===== src/rtl/srt_pkg.sv =====
package srt_pkg;

  // Strobes from the control unit to the datapath
  typedef struct packed {
    logic start;      // load a new frame into the shifter
    logic useRb;      // the frame being started carries the readback word
    logic shift;      // advance the shifter by one bit
    logic capSample;  // capture sample and status
    logic capRb;      // capture readback word
  } txStb_t;

  // Ratio select -> transmitted decimation code
  function automatic logic [1:0] decimCode(input logic [1:0] sel);
    case (sel)
      2'b00:   decimCode = 2'b01;  // 64x
      2'b01:   decimCode = 2'b10;  // 128x
      default: decimCode = 2'b00;  // 256x
    endcase
  endfunction

endpackage


===== src/rtl/srt_ctrl.sv =====
module srt_ctrl
  import srt_pkg::*;
#(
  parameter int FRAME_W   = 32,
  parameter int LEAD_SCLK = 8
) (
  input  logic   clk,
  input  logic   rstN,
  input  logic   resultValid,
  input  logic   rbArm,
  output logic   sclk,
  output logic   fsN,
  output txStb_t stb
);

  localparam int CNT_W     = $clog2(FRAME_W);
  localparam int LEAD_CLKS = 2 * LEAD_SCLK;
  localparam int LEAD_W    = $clog2(LEAD_CLKS + 1);
  localparam logic [CNT_W-1:0]  LAST_BIT = CNT_W'(FRAME_W - 1);
  localparam logic [LEAD_W-1:0] LEAD_MIN = LEAD_W'(LEAD_CLKS);

  logic              sclkQ;
  logic              busyQ;
  logic [CNT_W-1:0]  bitCntQ;
  logic              pendQ;
  logic              armedQ;
  logic [LEAD_W-1:0] leadQ;

  logic launch;
  logic startNow;
  logic rbReady;

  // A launch edge is the master edge on which sclk rises
  assign launch   = ~sclkQ;
  assign rbReady  = armedQ && (leadQ >= LEAD_MIN);
  assign startNow = launch && !busyQ && pendQ;

  always_comb begin
    stb           = '0;
    stb.start     = startNow;
    stb.useRb     = rbReady;
    stb.shift     = launch && busyQ;
    stb.capSample = resultValid;
    stb.capRb     = rbArm;
  end

  // Serial clock divider
  always_ff @(posedge clk or negedge rstN) begin
    if (!rstN) sclkQ <= 1'b0;
    else       sclkQ <= ~sclkQ;
  end

  // Frame sequencing
  always_ff @(posedge clk or negedge rstN) begin
    if (!rstN) begin
      busyQ   <= 1'b0;
      bitCntQ <= '0;
    end else if (launch) begin
      if (busyQ) begin
        if (bitCntQ == LAST_BIT) busyQ <= 1'b0;
        else                     bitCntQ <= bitCntQ + 1'b1;
      end else if (pendQ) begin
        busyQ   <= 1'b1;
        bitCntQ <= '0;
      end
    end
  end

  // Held result request
  always_ff @(posedge clk or negedge rstN) begin
    if (!rstN)            pendQ <= 1'b0;
    else if (resultValid) pendQ <= 1'b1;
    else if (startNow)    pendQ <= 1'b0;
  end

  // Readback arming and lead-time count (value k means armed k edges ago)
  always_ff @(posedge clk or negedge rstN) begin
    if (!rstN) begin
      armedQ <= 1'b0;
      leadQ  <= '0;
    end else if (rbArm) begin
      armedQ <= 1'b1;
      leadQ  <= LEAD_W'(1);
    end else if (startNow && rbReady) begin
      armedQ <= 1'b0;
      leadQ  <= '0;
    end else if (armedQ && leadQ < LEAD_MIN) begin
      leadQ <= leadQ + 1'b1;
    end
  end

  assign sclk = sclkQ;
  assign fsN  = ~busyQ;

endmodule


===== src/rtl/srt_datapath.sv =====
module srt_datapath
  import srt_pkg::*;
#(
  parameter int SAMPLE_W = 24,
  parameter int RB_W     = 16,
  parameter int FRAME_W  = 32
) (
  input  logic                clk,
  input  logic                rstN,
  input  txStb_t              stb,
  input  logic [SAMPLE_W-1:0] sampleIn,
  input  logic                settledIn,
  input  logic                ovrIn,
  input  logic                lowPwrIn,
  input  logic [1:0]          decimSel,
  input  logic [RB_W-1:0]     rbWordIn,
  output logic                sdo
);

  localparam int STAT_W = 5;
  localparam int PAD_W  = FRAME_W - SAMPLE_W - STAT_W;

  logic [FRAME_W-1:0] resWordQ;
  logic [RB_W-1:0]    rbQ;
  logic [FRAME_W-1:0] shiftQ;
  logic [FRAME_W-1:0] resWordD;
  logic [FRAME_W-1:0] rbFrame;
  logic [STAT_W-1:0]  statBits;

  assign statBits = {settledIn, ovrIn, lowPwrIn, decimCode(decimSel)};

  generate
    if (PAD_W > 0) begin : g_resPad
      assign resWordD = {sampleIn, statBits, {PAD_W{1'b0}}};
    end else begin : g_resNoPad
      assign resWordD = {sampleIn, statBits};
    end
    if (RB_W < FRAME_W) begin : g_rbPad
      assign rbFrame = {rbQ, {(FRAME_W - RB_W){1'b0}}};
    end else begin : g_rbNoPad
      assign rbFrame = rbQ[RB_W-1 -: FRAME_W];
    end
  endgenerate

  always_ff @(posedge clk or negedge rstN) begin
    if (!rstN) begin
      resWordQ <= '0;
      rbQ      <= '0;
    end else begin
      if (stb.capSample) resWordQ <= resWordD;
      if (stb.capRb)     rbQ      <= rbWordIn;
    end
  end

  always_ff @(posedge clk or negedge rstN) begin
    if (!rstN)          shiftQ <= '0;
    else if (stb.start) shiftQ <= stb.useRb ? rbFrame : resWordQ;
    else if (stb.shift) shiftQ <= {shiftQ[FRAME_W-2:0], 1'b0};
  end

  assign sdo = shiftQ[FRAME_W-1];

endmodule


===== src/rtl/serial_result_tx.sv =====
module serial_result_tx
  import srt_pkg::*;
#(
  parameter int SAMPLE_W  = 24,
  parameter int RB_W      = 16,
  parameter int FRAME_W   = 32,
  parameter int LEAD_SCLK = 8
) (
  input  logic                clk,
  input  logic                rstN,
  input  logic                resultValid,
  input  logic [SAMPLE_W-1:0] sampleIn,
  input  logic                settledIn,
  input  logic                ovrIn,
  input  logic                lowPwrIn,
  input  logic [1:0]          decimSel,
  input  logic                rbArm,
  input  logic [RB_W-1:0]     rbWordIn,
  output logic                sclk,
  output logic                sdo,
  output logic                fsN
);

  txStb_t ctrlStb;

  srt_ctrl #(
    .FRAME_W  (FRAME_W),
    .LEAD_SCLK(LEAD_SCLK)
  ) u_ctrl (
    .clk        (clk),
    .rstN       (rstN),
    .resultValid(resultValid),
    .rbArm      (rbArm),
    .sclk       (sclk),
    .fsN        (fsN),
    .stb        (ctrlStb)
  );

  srt_datapath #(
    .SAMPLE_W(SAMPLE_W),
    .RB_W    (RB_W),
    .FRAME_W (FRAME_W)
  ) u_dp (
    .clk      (clk),
    .rstN     (rstN),
    .stb      (ctrlStb),
    .sampleIn (sampleIn),
    .settledIn(settledIn),
    .ovrIn    (ovrIn),
    .lowPwrIn (lowPwrIn),
    .decimSel (decimSel),
    .rbWordIn (rbWordIn),
    .sdo      (sdo)
  );

endmodule


===== config.mk =====
export PLATFORM = sky130hd
export DESIGN_NAME = serial_result_tx
export DESIGN_NICKNAME = d
export VERILOG_FILES = /design/src/rtl/srt_pkg.sv /design/src/rtl/srt_ctrl.sv /design/src/rtl/srt_datapath.sv /design/src/rtl/serial_result_tx.sv
export SDC_FILE = /design/constraint.sdc
export NUM_CORES = 1
export LEC_CHECK = 0
export ABC_CLOCK_PERIOD_IN_PS = 3100
export CORE_ASPECT_RATIO = 1.5
export CORE_MARGIN = 3
export CORE_UTILIZATION = 59
export DETAILED_ROUTE_END_ITERATION = 12
export PLACE_DENSITY = 0.88
export SLEW_MARGIN = 25
export SYNTH_ARGS = -nofsm -noshare
export SYNTH_HDL_FRONTEND = slang
export SYNTH_HIERARCHICAL = 1
export SYNTH_SLANG_ARGS = --single-unit

===== constraint.sdc =====
create_clock -name clk -period 3.1 [get_ports clk]
set_input_delay 0.62 -clock clk [delete_from_list [all_inputs] [get_ports clk]]
set_output_delay 0.62 -clock clk [all_outputs]
set_load 0.01 [all_outputs]

==> results of run 1 <==
==> synthesized netlist by cell type, types with 2 or more instances <==
| library cell | count | share of area, % |
|---|---|---|
| nand3_1 | 2 | 0.25 |
| nor2_1 | 4 | 0.38 |
| nor3_1 | 3 | 0.38 |
| inv_2 | 2 | 0.19 |
| mux2_1 | 16 | 4.5 |
| o21ai_1 | 6 | 0.76 |
| dfrtp_1 | 88 | 56 |
| o2bb2ai_1 | 12 | 2.7 |
| a22oi_1 | 2 | 0.38 |
| inv_1 | 3 | 0.28 |
| a21o_1 | 3 | 0.57 |
| nand4_1 | 2 | 0.32 |
| nor2b_1 | 2 | 0.32 |
| a21oi_1 | 4 | 0.51 |
| ha_1 | 3 | 0.95 |
| mux2_2 | 29 | 8.2 |
| buf_6 | 3 | 0.85 |
| nor3b_1 | 2 | 0.38 |
| nand2_1 | 11 | 1.0 |
| buf_8 | 2 | 0.76 |
| buf_2 | 7 | 0.88 |
| buf_4 | 7 | 1.3 |
| mux2i_1 | 63 | 16 |
==> final timing paths <==
path	from	endpoint	depth (start not counted)
max	u_ctrl/sclk$_DFF_PN0_	sclk	1
min	rstN	u_dp/resWordQ[11]$_DFFE_PN0P_	1
max reg2reg	u_ctrl/sclk$_DFF_PN0_	u_dp/shiftQ[22]$_DFFE_PN0P_	4
min reg2reg	u_dp/rbQ[5]$_DFFE_PN0P_	u_dp/rbQ[5]$_DFFE_PN0P_	1
max in group asynchronous	rstN	u_dp/rbQ[13]$_DFFE_PN0P_	2
min in group clk	u_dp/rbQ[5]$_DFFE_PN0P_	u_dp/rbQ[5]$_DFFE_PN0P_	1
==> stage by stage <==
stage	hold WS, ns	instances	instance area (um^2)	power [mW]	worst slack (ns)
final	0.2940	417	4663	2.742	0.9444
after global placement	0.4595	401	4457	1.951	1.139
after CTS	0.3126	417	4663	2.769	0.9384
after global routing	0.3490	417	4663	2.878	0.9042
after floorplan	0.3244	289	3964	1.791	1.374
after detailed placement	0.4723	402	4477	2.006	1.109
==> kinds of logic (layout without fill, tap and decap cells) <==
| group | after synthesis | after routing | synth area share (%) |
|---|---|---|---|
| buffers and inverters | 25 | 77 | 4.387 |
| flip-flops | 88 | 88 | 55.56 |
| AND/OR/NAND/NOR | 34 | 34 | 4.861 |
| multiplexers | 108 | 108 | 28.69 |
| AO/OA/AOI/OAI | 31 | 31 | 5.556 |
| adder cells (fa/ha/maj) | 3 | 3 | 0.9471 |
==> where the power goes <==
part / internal (mW) / total [mW] / switching (mW)
clock network: 0.386 / 0.760 / 0.373
registers: 1.37 / 1.52 / 0.152
logic: 0.260 / 0.457 / 0.197
total: 2.02 / 2.74 / 0.722
==> flip-flops by register name (all words and copies together) (netlist names) <==
signal          count
u_ctrl/armedQ       1
u_ctrl/bitCntQ      5
u_ctrl/busyQ        1
u_ctrl/leadQ        5
u_ctrl/pendQ        1
u_ctrl/sclk         1
u_dp/rbQ           16
u_dp/resWordQ      29
u_dp/shiftQ        29
==> metal layers <==
metal,up-vias,share of wire [%],track usage (%)
li1,1130,-,-
met4,0,2.1,10.95
met1,1207,40,24.18
met5,-,0,0
met2,53,55,33.98
met3,8,2.9,2.460
==> cell type report <==
type                            instances  area, um^2
Clock inverter                          4       45.04
Timing Repair Buffer                   57       565.5
Fill cell                             472        1868
Clock buffer                           11       141.4
Sequential cell                        88        2202
Tap cell                               76       95.09
Inverter                                5       18.77
Multi-Input combinational cell        176        1595
==> results.md, run 1 <==
* **type of element launching the critical path** flip-flop
* **worst ir drop on vdd** 0.3814 mV
* **final setup skew** 0.008542 ns
* **CP Data Required Time** 2.48 ns
* **core region area** 0.006531 mm^2
* **mean routed wirelength per cell** 17.12 um
* **critical path capture point type** output port
* **synthesis-to-finish area growth** 17.65%
* **Hold Crit Class** input port to async pin
* **Final Hold Viols** 0
* **number of clock buffers inserted by TritonCTS** 9
* **die outline area** 0.007758 mm^2
* **Post-Synthesis Cells** 289
* **leftover overflow at the end of global routing** 0
* **post-detailed-route count of antenna-violating nets** 0
* **Period minus WS final** 2.156 ns
* **count of flip-flops with a built-in enable after synthesis** 0
* **Mapped Avg Cell Area** 13.72 um^2
* **number of design-rule violations left by the first detailed-router iteration** 125
* **most common cell after layout, fill and taps aside** dfrtp_1
* **largest driver fanout on the critical path** 10
* **number of clock sinks** 88
* **final-report max-slew violation count** 0
* **antenna violations before repair** 0
* **maximum buffer depth of the clock tree** 2
* **I/O pins** 52
* **first-pass detailed-route iteration total** 4
* **number of antenna diodes** 0
* **Worst Setup Path Type** flip-flop to output port
* **Cell Pwr Density** 587.9 mW/mm^2
* **global-route wire length before repair** 11,700 um
* **top cell family by delay on the critical path** buffers and inverters
* **sequential fraction of the synthesis area** 55.56%
* **MaxCap Viol Count** 0
* **height of the die** 106.4 um
* **TritonCTS clock tree** done
* **Leak Pwr** 1.872 nW
* **final WL** 7138 um
* **RSZ-0062 raised after global routing** false
* **CP max-delay cell** clkdlybuf4s50_1
* **setup violators final** 0
* **Synth async-reset ratio** 100.0%
* **hold buffer count at CTS** 0
* **final worst-path cycle share** 69.53%
* **status** finished, final reports clean
* **Synthesized Nets** 341
* **Rows** 36
* **Buffers on Ports** 51
* **die span in x** 72.93 um
* **Data arrival, critical path** 1.54 ns
* **Unique masters post-synth** 36
* **cell-by-cell trace of the critical path** clkdlybuf4s50_1
* **final weighted congestion in routability-driven placement** 0.7634
* **Util after Layout** 71.40%
* **worst slew slack as a fraction of its limit** 55.45%
* **insertion delay of the later-clocked pin in the worst-skew pair** 0.35 ns
* **minimum setup slack among reg-to-reg paths** 1.15 ns
* **Sum Neg Setup Slack** 0 ns
* **total number of H-tree levels** 3
* **starting density of the core** 60.69%
* **total global routing track utilization** 20.02%
* **Fmax** 0.4639 GHz
* **number of synthesized register bits** 88
* **share of layout cells above drive strength 1** 16.13%
* **Setup Fix Bufs, Post-CTS** 0
* **Bufs and invs on worst path** 1
* **total via count after detailed routing** 2,398
* **Synth warnings** 6
* **Top FF cell, synth** dfrtp_1
* **post-cts gate resize count** 0
* **DRC violation count after routing** 0
* **net count reported at finish** 389
* **Post-Synthesis Cell Area** 0.003964 mm^2
* **clock edge transition at the registers on the reported setup and hold paths** 0.08 ns
* **number of vias per cell after detailed routing** 5.751
* **measured slew at the worst slew-check pin** 0.6682 ns
* **Root Driver** clkbuf_8
* **CP max stage delay** 0.61 ns
* **DP Wirelength** 4894 um
* **via count of the first global-routing pass** 2,465
* **commonest cells after routing, fill and taps aside** 88 x dfrtp_1, 63 x mux2i_1, 50 x clkdlybuf4s50_1
* **pin count of the biggest net entering global routing** 54
No activity file was read; power rests on OpenSTA's default activity.
==> inputs of run 2 (changes only) <==
Settings changed: ABC_CLOCK_PERIOD_IN_PS 3100 to 2200, CORE_UTILIZATION 59 to 55, PLACE_DENSITY 0.88 to 0.83.
Clock period 3.1 ns to 2.2 ns, I/O delays scaled along.
==> run 2 against run 1 <==
  * Count of clock-buffer cells in the layout decreased by 2
  * Largest cell class unchanged
  * Flip-flop and latch count unchanged
  * Global-route usage decreased by 0.74 points
  * Critical path type unchanged
  * Non-clock buffer count increased by 4
  * Largest power group unchanged
  * Sequential power increased by 41%
  * First-iteration DRC count decreased by 1.6%
  * Critical endpoint unchanged
  * Sequential share of layout area decreased by 0.88 points
==> results.md, run 2 (synthesized netlist as in run 1, its figures left out) <==
* **status** finished, final reports clean
* **commonest cells after routing, fill and taps aside** 88 x dfrtp_1, 63 x mux2i_1, 50 x clkdlybuf4s50_1
* **Rows** 37
* **largest registers** u_dp/resWordQ (29), u_dp/shiftQ (29), u_dp/rbQ (16)
* **die span in x** 75.32 um
* **insertion delay of the later-clocked pin in the worst-skew pair** 0.35 ns
* **number of clock buffers inserted by TritonCTS** 9
* **final setup skew** 0.008580 ns
* **CP max-delay cell** clkdlybuf4s50_1
* **worst slew slack as a fraction of its limit** 61.68%
* **startpoint of the lowest-slack register-to-register path** u_ctrl/sclk$_DFF_PN0_
* **first-pass detailed-route iteration total** 4
* **post-detailed-route count of antenna-violating nets** 0
* **pin count of the biggest net entering global routing** 46
* **die outline area** 0.008283 mm^2
* **MaxCap Viol Count** 0
* **number of vias per cell after detailed routing** 5.649
* **type of element launching the critical path** flip-flop
* **synthesis-to-finish area growth** 19.89%
* **mean routed wirelength per cell** 16.64 um
* **total global routing track utilization** 19.28%
* **starting density of the core** 57.08%
* **Worst Setup Path Type** flip-flop to output port
* **height of the die** 110.0 um
* **critical path capture point type** output port
* **core region area** 0.006944 mm^2
* **share of layout cells above drive strength 1** 17.63%
* **Setup Fix Bufs, Post-CTS** 0
* **Hold Crit Class** input port to async pin
* **least setup slack across all paths after layout** 0.2475 ns
* **CP max stage delay** 0.61 ns
* **minimum setup slack among reg-to-reg paths** 0.50 ns
* **maximum buffer depth of the clock tree** 2
* **most common cell after layout, fill and taps aside** dfrtp_1
* **number of antenna diodes** 0
* **post-cts gate resize count** 0
* **Fmax** 0.5122 GHz
* **clock edge transition at the registers on the reported setup and hold paths** 0.09 ns
* **post-place setup slack** 0.5036 ns
* **setup violators final** 0
* **Leak Pwr** 1.910 nW
* **Filler Cell Count** 509
* **cell-by-cell trace of the critical path** clkdlybuf4s50_1
* **Cell Pwr Density** 865.3 mW/mm^2
* **total number of H-tree levels** 3
* **Data arrival, critical path** 1.51 ns
* **Root Driver** clkbuf_8
* **final worst-path cycle share** 88.75%
* **DP Wirelength** 5001 um
* **Final Hold Viols** 0
* **TritonCTS clock tree** done
* **number of clock sinks** 88
* **total via count after detailed routing** 2,395
* **number of design-rule violations left by the first detailed-router iteration** 123
* **Sum Neg Setup Slack** 0 ns
* **DRC violation count after routing** 0
* **CP Data Required Time** 1.76 ns
* **final-report max-slew violation count** 0
* **global-route wire length before repair** 12,050 um
* **final WL** 7054 um
* **I/O pins** 52
* **hold buffer count at CTS** 0
* **RSZ-0062 raised after global routing** false
* **net count reported at finish** 393
* **Period minus WS final** 1.953 ns
* **antenna violations before repair** 0
* **top cell family by delay on the critical path** buffers and inverters
* **length in cells of the worst reg-to-reg path** 5
* **endpoint of the worst register-to-register path** u_dp/shiftQ[3]$_DFFE_PN0P_
* **measured slew at the worst slew-check pin** 0.5749 ns
* **Bufs and invs on worst path** 1
* **final weighted congestion in routability-driven placement** 0.7887
* **via count of the first global-routing pass** 2,626
* **largest driver fanout on the critical path** 10
* **leftover overflow at the end of global routing** 0
* **Buffers on Ports** 51
* **worst ir drop on vdd** 0.5816 mV
run 2: layout make-up:
class / instances / area, um^2 / share of cell area [%]
flip-flops and latches: 88 / 2202 / 46.34
multi-input cells: 176 / 1595 / 33.57
repair buffers: 61 / 595.6 / 12.53
clock buffers: 9 / 123.9 / 2.607
clock inverters: 7 / 118.9 / 2.501
well taps: 78 / 97.59 / 2.054
inverters: 5 / 18.77 / 0.3949
run 2: worst max-delay path by stage:
stage / start / end / slack, ns / depth (start not counted)
after floorplan: u_ctrl/sclk$_DFF_PN0_ / u_dp/shiftQ[13]$_DFFE_PN0P_ / 0.47 / 7
after global placement: u_ctrl/sclk$_DFF_PN0_ / u_dp/shiftQ[3]$_DFFE_PN0P_ / 0.53 / 5
after detailed placement: u_ctrl/sclk$_DFF_PN0_ / u_dp/shiftQ[3]$_DFFE_PN0P_ / 0.50 / 5
after CTS: u_ctrl/sclk$_DFF_PN0_ / sclk / 0.21 / 1
after global routing: u_ctrl/sclk$_DFF_PN0_ / sclk / 0.16 / 1
final: u_ctrl/sclk$_DFF_PN0_ / sclk / 0.25 / 1
run 2: through the flow:
| stage | total power [mW] | hold WS (ns) | cell area [um^2] | util [%] | cells |
|---|---|---|---|---|---|
| global route | 4.340 | 0.09425 | 4752 | 68.43 | 424 |
| global placement | 2.760 | 0.4619 | 4509 | 64.94 | 408 |
| detailed placement | 2.819 | 0.4679 | 4509 | 64.94 | 408 |
| CTS | 4.158 | 0.08521 | 4752 | 68.43 | 424 |
| finish | 4.112 | 0.07578 | 4752 | 68.43 | 424 |
| floorplan | 2.524 | 0.1444 | 3964 | - | 289 |
run 2: metal layers:
layer	track usage (%)	up-vias	routed length, um
met5	0	-	0
met4	8.250	0	157
met3	3.902	12	216
met2	32.94	41	3764
met1	23.18	1196	2916
li1	-	1146	-
run 2: power by group:
| part | switching [mW] | internal, mW | total (mW) |
|---|---|---|---|
| combinational | 0.265 | 0.367 | 0.632 |
| clock | 0.575 | 0.756 | 1.33 |
| sequential | 0.214 | 1.93 | 2.15 |
| total | 1.05 | 3.06 | 4.11 |
